--- src/rtl/mclk_frame_gen.sv ---
module mclk_frame_gen #(
  parameter int MCLK_KHZ     = 36864,
  parameter int BCLK_MAX_KHZ = 24576,
  parameter int DIV_W        = 8,
  parameter int IDX_W        = 9
) (
  input  logic       clk,
  input  logic       rst_n,
  input  logic [2:0] ratio_code,
  input  logic [2:0] range_code,
  input  logic       slot_w16,
  input  logic [1:0] slots_code,
  input  logic       pulse_mode,
  output logic       bclk,
  output logic       bit_stb,
  output logic       fclk,
  output logic       frame_stb,
  output logic [3:0] slot_idx,
  output logic       cfg_err
);
  localparam int CEIL_DIV = (MCLK_KHZ + BCLK_MAX_KHZ - 1) / BCLK_MAX_KHZ;
  localparam int MIN_DIV  = (CEIL_DIV < 2) ? 2 : CEIL_DIV;
  localparam logic [DIV_W-1:0] MIN_DIV_V = DIV_W'(MIN_DIV);

  logic [2:0] a_ratio, a_range;
  logic       a_w16, a_pulse, live;
  logic [1:0] a_slots;
  logic [DIV_W-1:0] bcnt;
  logic [IDX_W-1:0] biti;

  logic       odd3;
  logic [1:0] k;
  always_comb begin
    odd3 = 1'b0;
    k    = 2'd0;
    case (a_ratio)
      3'd1: k = 2'd1;
      3'd2: odd3 = 1'b1;
      3'd3: k = 2'd2;
      3'd4: begin odd3 = 1'b1; k = 2'd1; end
      default: ;
    endcase
  end

  logic [2:0] wl;
  logic [4:0] ex, lim, sh;
  logic       bad, ovr, err, run;
  logic [DIV_W-1:0] div, hi_len;
  logic [3:0] flog;
  logic [IDX_W:0] bpf, last_idx, half;

  assign wl   = a_w16 ? 3'd4 : 3'd5;
  assign ex   = {2'b0, a_range} + {3'b0, a_slots} + 5'd1 + {2'b0, wl};
  assign lim  = 5'd9 + {3'b0, k};
  assign ovr  = ex > lim;
  assign sh   = lim - ex;
  assign bad  = (a_ratio > 3'd4) | (a_range > 3'd4);
  assign div  = (odd3 ? DIV_W'(3) : DIV_W'(1)) << sh[2:0];
  assign err  = bad | ovr | (div < MIN_DIV_V);
  assign hi_len = (div + DIV_W'(1)) >> 1;

  assign flog     = {2'b0, a_slots} + 4'd1 + {1'b0, wl};
  assign bpf      = (IDX_W+1)'(1) << flog;
  assign last_idx = bpf - (IDX_W+1)'(1);
  assign half     = bpf >> 1;

  logic last_bit, load;
  assign last_bit = bcnt == (div - DIV_W'(1));
  assign load     = ~live | err | (last_bit & ({1'b0, biti} == last_idx));
  assign run      = live & ~err;

  always_ff @(posedge clk or negedge rst_n) begin
    if (!rst_n) begin
      live    <= 1'b0;
      a_ratio <= 3'd0;
      a_range <= 3'd0;
      a_w16   <= 1'b0;
      a_slots <= 2'd0;
      a_pulse <= 1'b0;
      bcnt    <= '0;
      biti    <= '0;
    end else begin
      live <= 1'b1;
      if (load) begin
        a_ratio <= ratio_code;
        a_range <= range_code;
        a_w16   <= slot_w16;
        a_slots <= slots_code;
        a_pulse <= pulse_mode;
        bcnt    <= '0;
        biti    <= '0;
      end else if (last_bit) begin
        bcnt <= '0;
        biti <= biti + IDX_W'(1);
      end else begin
        bcnt <= bcnt + DIV_W'(1);
      end
    end
  end

  assign bclk      = run & (bcnt < hi_len);
  assign bit_stb   = run & (bcnt == '0);
  assign frame_stb = bit_stb & (biti == '0);
  assign fclk      = run & (a_pulse ? (biti == '0) : ({1'b0, biti} < half));
  assign slot_idx  = 4'(biti >> wl);
  assign cfg_err   = live & err;
endmodule

--- config.mk ---
export PLATFORM = sky130hd
export DESIGN_NAME = mclk_frame_gen
export DESIGN_NICKNAME = d
export VERILOG_FILES = /design/src/rtl/mclk_frame_gen.sv
export SDC_FILE = /design/constraint.sdc
export NUM_CORES = 1
export LEC_CHECK = 0
export BUFFER_PORTS_ARGS = -buffer_cell sky130_fd_sc_hd__buf_2
export CAP_MARGIN = 20
export CELL_PAD_IN_SITES_DETAIL_PLACEMENT = 1
export CELL_PAD_IN_SITES_GLOBAL_PLACEMENT = 1
export CORE_MARGIN = 2
export CORE_UTILIZATION = 43
export CTS_BUF_LIST = sky130_fd_sc_hd__clkbuf_2 sky130_fd_sc_hd__clkbuf_4 sky130_fd_sc_hd__clkbuf_8
export CTS_CLUSTER_DIAMETER = 120
export DETAILED_ROUTE_END_ITERATION = 8
export PLACE_DENSITY = 0.89
export SLEW_MARGIN = 20
export SYNTH_ARGS = -nofsm -noshare
export SYNTH_HDL_FRONTEND = slang
export SYNTH_SLANG_ARGS = --single-unit
--- constraint.sdc ---
create_clock -name clk -period 4.6 [get_ports clk]
set_input_delay 0.92 -clock clk [delete_from_list [all_inputs] [get_ports clk]]
set_output_delay 0.92 -clock clk [all_outputs]
set_load 0.05 [all_outputs]
# After elaboration in Yosys (flattened, before gate mapping)

Cells that the tools add are included.

Register bits after elaboration: 28
Output and inout port bits: 9
Logic and storage cells: 63

Add/subtract/negate cells: 12
$lt $le $gt $ge: 6
Eq/ne operators: 6
Shift operators: 3
Muxes and demuxes: 9
Bitwise logic cells: 14
Reduce and logical (&&, ||, !) cells: 5

Operators by type and width:

| operator              | number |
|---|---|
| $mux 9                | 2 |
| $add 8x1->8 const B   | 2 |
| $mux 8                | 2 |
| $eq 9x10->1           | 1 |
| $shl 1x4->10 const A  | 1 |
| $sub 10x1->10 const B | 1 |
| $add 9x1->9 const B   | 1 |
| $logic_not 9->1       | 1 |
| $lt 9x9->1            | 1 |
| $shr 9x3->4           | 1 |
| $eq 8x8->1            | 1 |
| $logic_not 8->1       | 1 |
| $lt 8x2->1 const B    | 1 |
| $lt 8x7->1            | 1 |
| $shl 2x3->8           | 1 |
| $sub 8x1->8 const B   | 1 |
| $and 1x1->1           | 7 |
| $eq 3x2->1 const B    | 2 |
| $gt 3x3->1 const B    | 2 |
| $add 4x1->5 const B   | 1 |
| $add 4x2->5 const A   | 1 |
| $add 5x3->5           | 1 |
| $gt 5x5->1            | 1 |
| $or 1x1->1            | 5 |
| other kinds (12)      | 16 |

# Depth between registers and ports, before layout

Word-level depth: 12
Mapped depth: 22

# Least setup slack after synthesis

Ideal clock, no wire load.

Path type: flip-flop to output port
Start point: register a_ratio[0]
End point: output bclk
Data arrival time: 5.128 ns
Data required time: 3.680 ns
Path slack: -1.448 ns
Stages on the path, launching flop included: 22
Path buffers: 0
Path through: dfrtp_1 -> xnor2_1 -> nor2_1 -> inv_1 -> ha_1 -> or3_1 -> inv_1 -> ha_1 -> inv_1 -> fa_1 -> xor2_2 -> nor2_1 -> nand2_1 -> inv_1 -> ha_1 -> nand2b_1 -> a41oi_1 -> ha_1 -> a21boi_0 -> o21ai_0 -> a21oi_1 -> nor4_1

Cells in the longest elaborated chain, start to end: 11
Elaborated cells between the ends (all ways): 23

Ends and longest elaborated chain:

| element                                              | RTL line | source |
|---|---|---|
| start, declared                                      | 25       | `logic [2:0] a_ratio, a_range;` |
| start signal, assigned                               | 85       | `a_ratio <= ratio_code;` |
| branches (longest 10 deep; another with $add 8x1->8) | -        |  |
| $and 1x1->1 *                                        | 101      | `assign bclk = run & (bcnt < hi_len);` |
| end, declared                                        | 14       | `output logic bclk,` |

Mark *: on every way between the ends.

# Final worst setup path

Start point: register a_ratio[2]
End point: output bclk

Same word-level chain as after synthesis.

==> results.sh <==
export IMPL_run_status="finished with violations"
export IMPL_violations="negative setup slack"
export IMPL_die_h_um=82.6
export IMPL_slew_headroom_pct=47.5
export IMPL_worstSetupStartpointType="flop"
export IMPL_hold_path_class="reg -> reg"
export IMPL_final_min_clock_period_ns=5.48
export IMPL_clockRootBuffer="clkbuf_8"
export IMPL_post_synth_top_count_cell="ha_1"
export IMPL_ys_ff_latch=28
export IMPL_die_x_um=82.6
export IMPL_met1_usage_pct=36.4
export IMPL_synth_seq_area_share_pct=26.4
export IMPL_final_core_util_pct=63.1
export IMPL_critPathKind="reg -> out"
export IMPL_synth_area_top_cells="dfrtp_1 (26%), ha_1 (16%), mux2_2 (5.9%), inv_1 (4.4%), xnor2_1 (4.3%)"
export IMPL_dpl_hpwl_um=6000
export IMPL_num_rows=28
export IMPL_drtIter0Drc=173
export IMPL_drv_slew=0
export IMPL_ctsHoldBuffers=0
export IMPL_cts_max_level=1
export IMPL_wl_per_cell_um=24.8
export IMPL_drt_wl_total_um=11100
export IMPL_synth_area_sq_um=2660
export IMPL_cts_tree="built"
export IMPL_reg2reg_setup_slack_ns=-0.31
export IMPL_gr_max_usage_layer="met2"
export IMPL_antenna_left=0
export IMPL_clkSinkCount=28
export IMPL_min_from="bcnt[0]"
export IMPL_holdWs_ns=0.556
export IMPL_synth_main_ff_cell="dfrtp_1"
export IMPL_io_buffers=20
export IMPL_timing_rr_start="a_ratio[2]"
export IMPL_critPathArrivalTime_ns=4.56
export IMPL_antenna_found_initial=0
export IMPL_syn_to_final_growth_pct=41.5
export IMPL_end_kind="primary output"
export IMPL_grtUsageMet2_pct=53.1
export IMPL_syn_avg_cell_area_sq_um=8.74
export IMPL_first_pass_iters=6
export IMPL_cp_required_ns=3.68
export IMPL_grt_pass1_vias=2916
export IMPL_core_sq_um=5960
export IMPL_globalplace_congestion=0.870
export IMPL_worst_slew_pin_slew_ns=0.765
export IMPL_synthCells=304
export IMPL_maxCapViolations=0
export IMPL_whs_endpoint="bcnt[0]"
export IMPL_gr_usage_all_layers_pct=30.3
export IMPL_synth_commonest_cells="ha_1 (34), inv_1 (31), dfrtp_1 (28)"
export IMPL_synth_nets=352
export IMPL_grt_use_met3_pct=3.26
export IMPL_nNetsFinal=419
export IMPL_async_reset_ff_share_pct=100
export IMPL_grt_max_degree=29
export IMPL_yosysUniqueCellTypes=53
export IMPL_num_io_pins=21
export IMPL_vias_per_cell=6.20
export IMPL_initial_core_util_pct=44.6
export IMPL_clk_pin_slew_worst_paths_ns=0.11
export IMPL_hold_violations=0
export IMPL_synth_edf_count=0
export IMPL_ys_warn_count=0
export IMPL_synth_top_area_cell="dfrtp_1"
export IMPL_synth_top_area_share_pct=26.4
export IMPL_finalCritPeriodShare_pct=119
export IMPL_clock_latency_ns=0.30
export IMPL_setup_violations=32
export IMPL_crit_fanout=3
export IMPL_grt_overflow_total=0
export IMPL_diodes=0
export IMPL_setup_slack_ns=-0.882
export IMPL_grt_pass1_wl_um=15200
export IMPL_clk_path_buf_depth=2
export IMPL_fmax_mhz=182
export IMPL_min_path_cells=1
export IMPL_r2r_end="a_pulse"
export IMPL_tns_ns=-9.12
export IMPL_die_area_sq_um=6830
export IMPL_num_vias=2757
export IMPL_drc=0
export IMPL_r2r_cells=24
export IMPL_rsz0062_at_grt="yes"
export IMPL_layout_drive_gt1_share_pct=43.8
export IMPL_clock_skew_ns=0.00646
export IMPL_numCtsBuffers=3
==> metrics by stage <==
| step | setup WS (ns) | instance area [sq um] | instances |
|---|---|---|---|
| after floorplan | -0.471 | 2790 | 304 |
| after global routing | -1.01 | 3760 | 445 |
| after global placement | -0.376 | 3180 | 422 |
| after detailed placement | -0.605 | 3180 | 422 |
| after CTS | -0.574 | 3510 | 438 |
| final | -0.882 | 3760 | 445 |
==> layer usage <==
layer,wire (um),part of all wire (%)
met3,364,3.3
met5,0,0
met4,557,5.0
met1,4630,42
met2,5510,50
==> how the worst max path moves through the flow <==
stage / depth (start not counted) / end / startpoint / slack [ns]
floorplan: 17 / bclk / a_w16 / -0.47
global placement: 21 / bclk / a_ratio[2] / -0.38
detailed placement: 21 / bclk / a_ratio[2] / -0.60
CTS: 21 / bclk / a_ratio[0] / -0.57
global route: 21 / bclk / a_ratio[2] / -1.01
finish: 21 / bclk / a_ratio[2] / -0.88
==> logic make-up (layout without fill, tap and decap cells) <==
logic type	after synthesis	after routing	synth area share, %
AO/OA/AOI/OAI	67	68	16.9
other	1	1	0.141
adder cells (fa/ha/maj)	36	36	17.5
flip-flops	28	28	26.4
AND/OR/NAND/NOR	93	93	19.3
XOR/XNOR	19	19	6.54
buffers and inverters	44	109	6.54
multiplexers	16	16	6.69
==> cell usage in the layout (no fill, tap or decap), types with 4 or more instances in the layout <==
master    Yosys  routed
xnor2_1      13       9
mux2_2       14      13
nand4b_1      4       4
buf_6         1      15
a21oi_1      16       8
inv_1        31      26
buf_2         0      15
nand2_1       9       7
nor2_2        0       5
clkbuf_8      0       4
or4_4         1       4
buf_4         0      41
and3_1        6       6
nand3_1      19      16
ha_4          0       5
a21oi_2       0       7
ha_1         34      27
o31ai_1       9       4
inv_2         0       4
xor2_1        5       5
o21a_1        7       7
o21ai_0      13      10
nor2_1       24      16
dfrtp_1      28      27
==> registers in the layout, indices dropped and copies added (netlist names) <==
signal,flops
live,1
a_ratio,3
biti,9
a_range,3
a_w16,1
a_slots,2
bcnt,8
a_pulse,1
==> critical path, cell delays in order, from the launching register on <==
cell      delay, ns
dfrtp_1        0.44
xnor2_2        0.16
nor2_2         0.15
inv_1          0.09
ha_2           0.17
or3_4          0.35
inv_4          0.07
ha_4           0.13
inv_2          0.04
fa_2           0.49
or3_4          0.38
o21ai_4        0.16
and2_4         0.19
xnor2_2        0.07
ha_1           0.30
a21boi_1       0.14
o21ai_1        0.15
a21boi_1       0.11
o21ai_1        0.21
a21oi_2        0.11
nor4_4         0.15
buf_6          0.19
==> area by class of cell <==
class	count	area, sq um
tap	75	93.8
timing repair buffer	74	597
fill	650	2200
sequential	28	702
multi-input combinational	233	2190
clock buffer	4	55.1
inverter	31	119
==> what timing repair did <==
item | 4_1_cts | 5_1_grt
setup buffers | 11 | 7
gates cloned | 1 | 0
pin swaps | 30 | 17
endpoints found under the setup margin | 31 | 32
gates resized for setup | 40 | 44
Power is left out: the tool's default activity adds up to more than one toggle a clock period on the data nets, which glitch-free logic cannot reach.
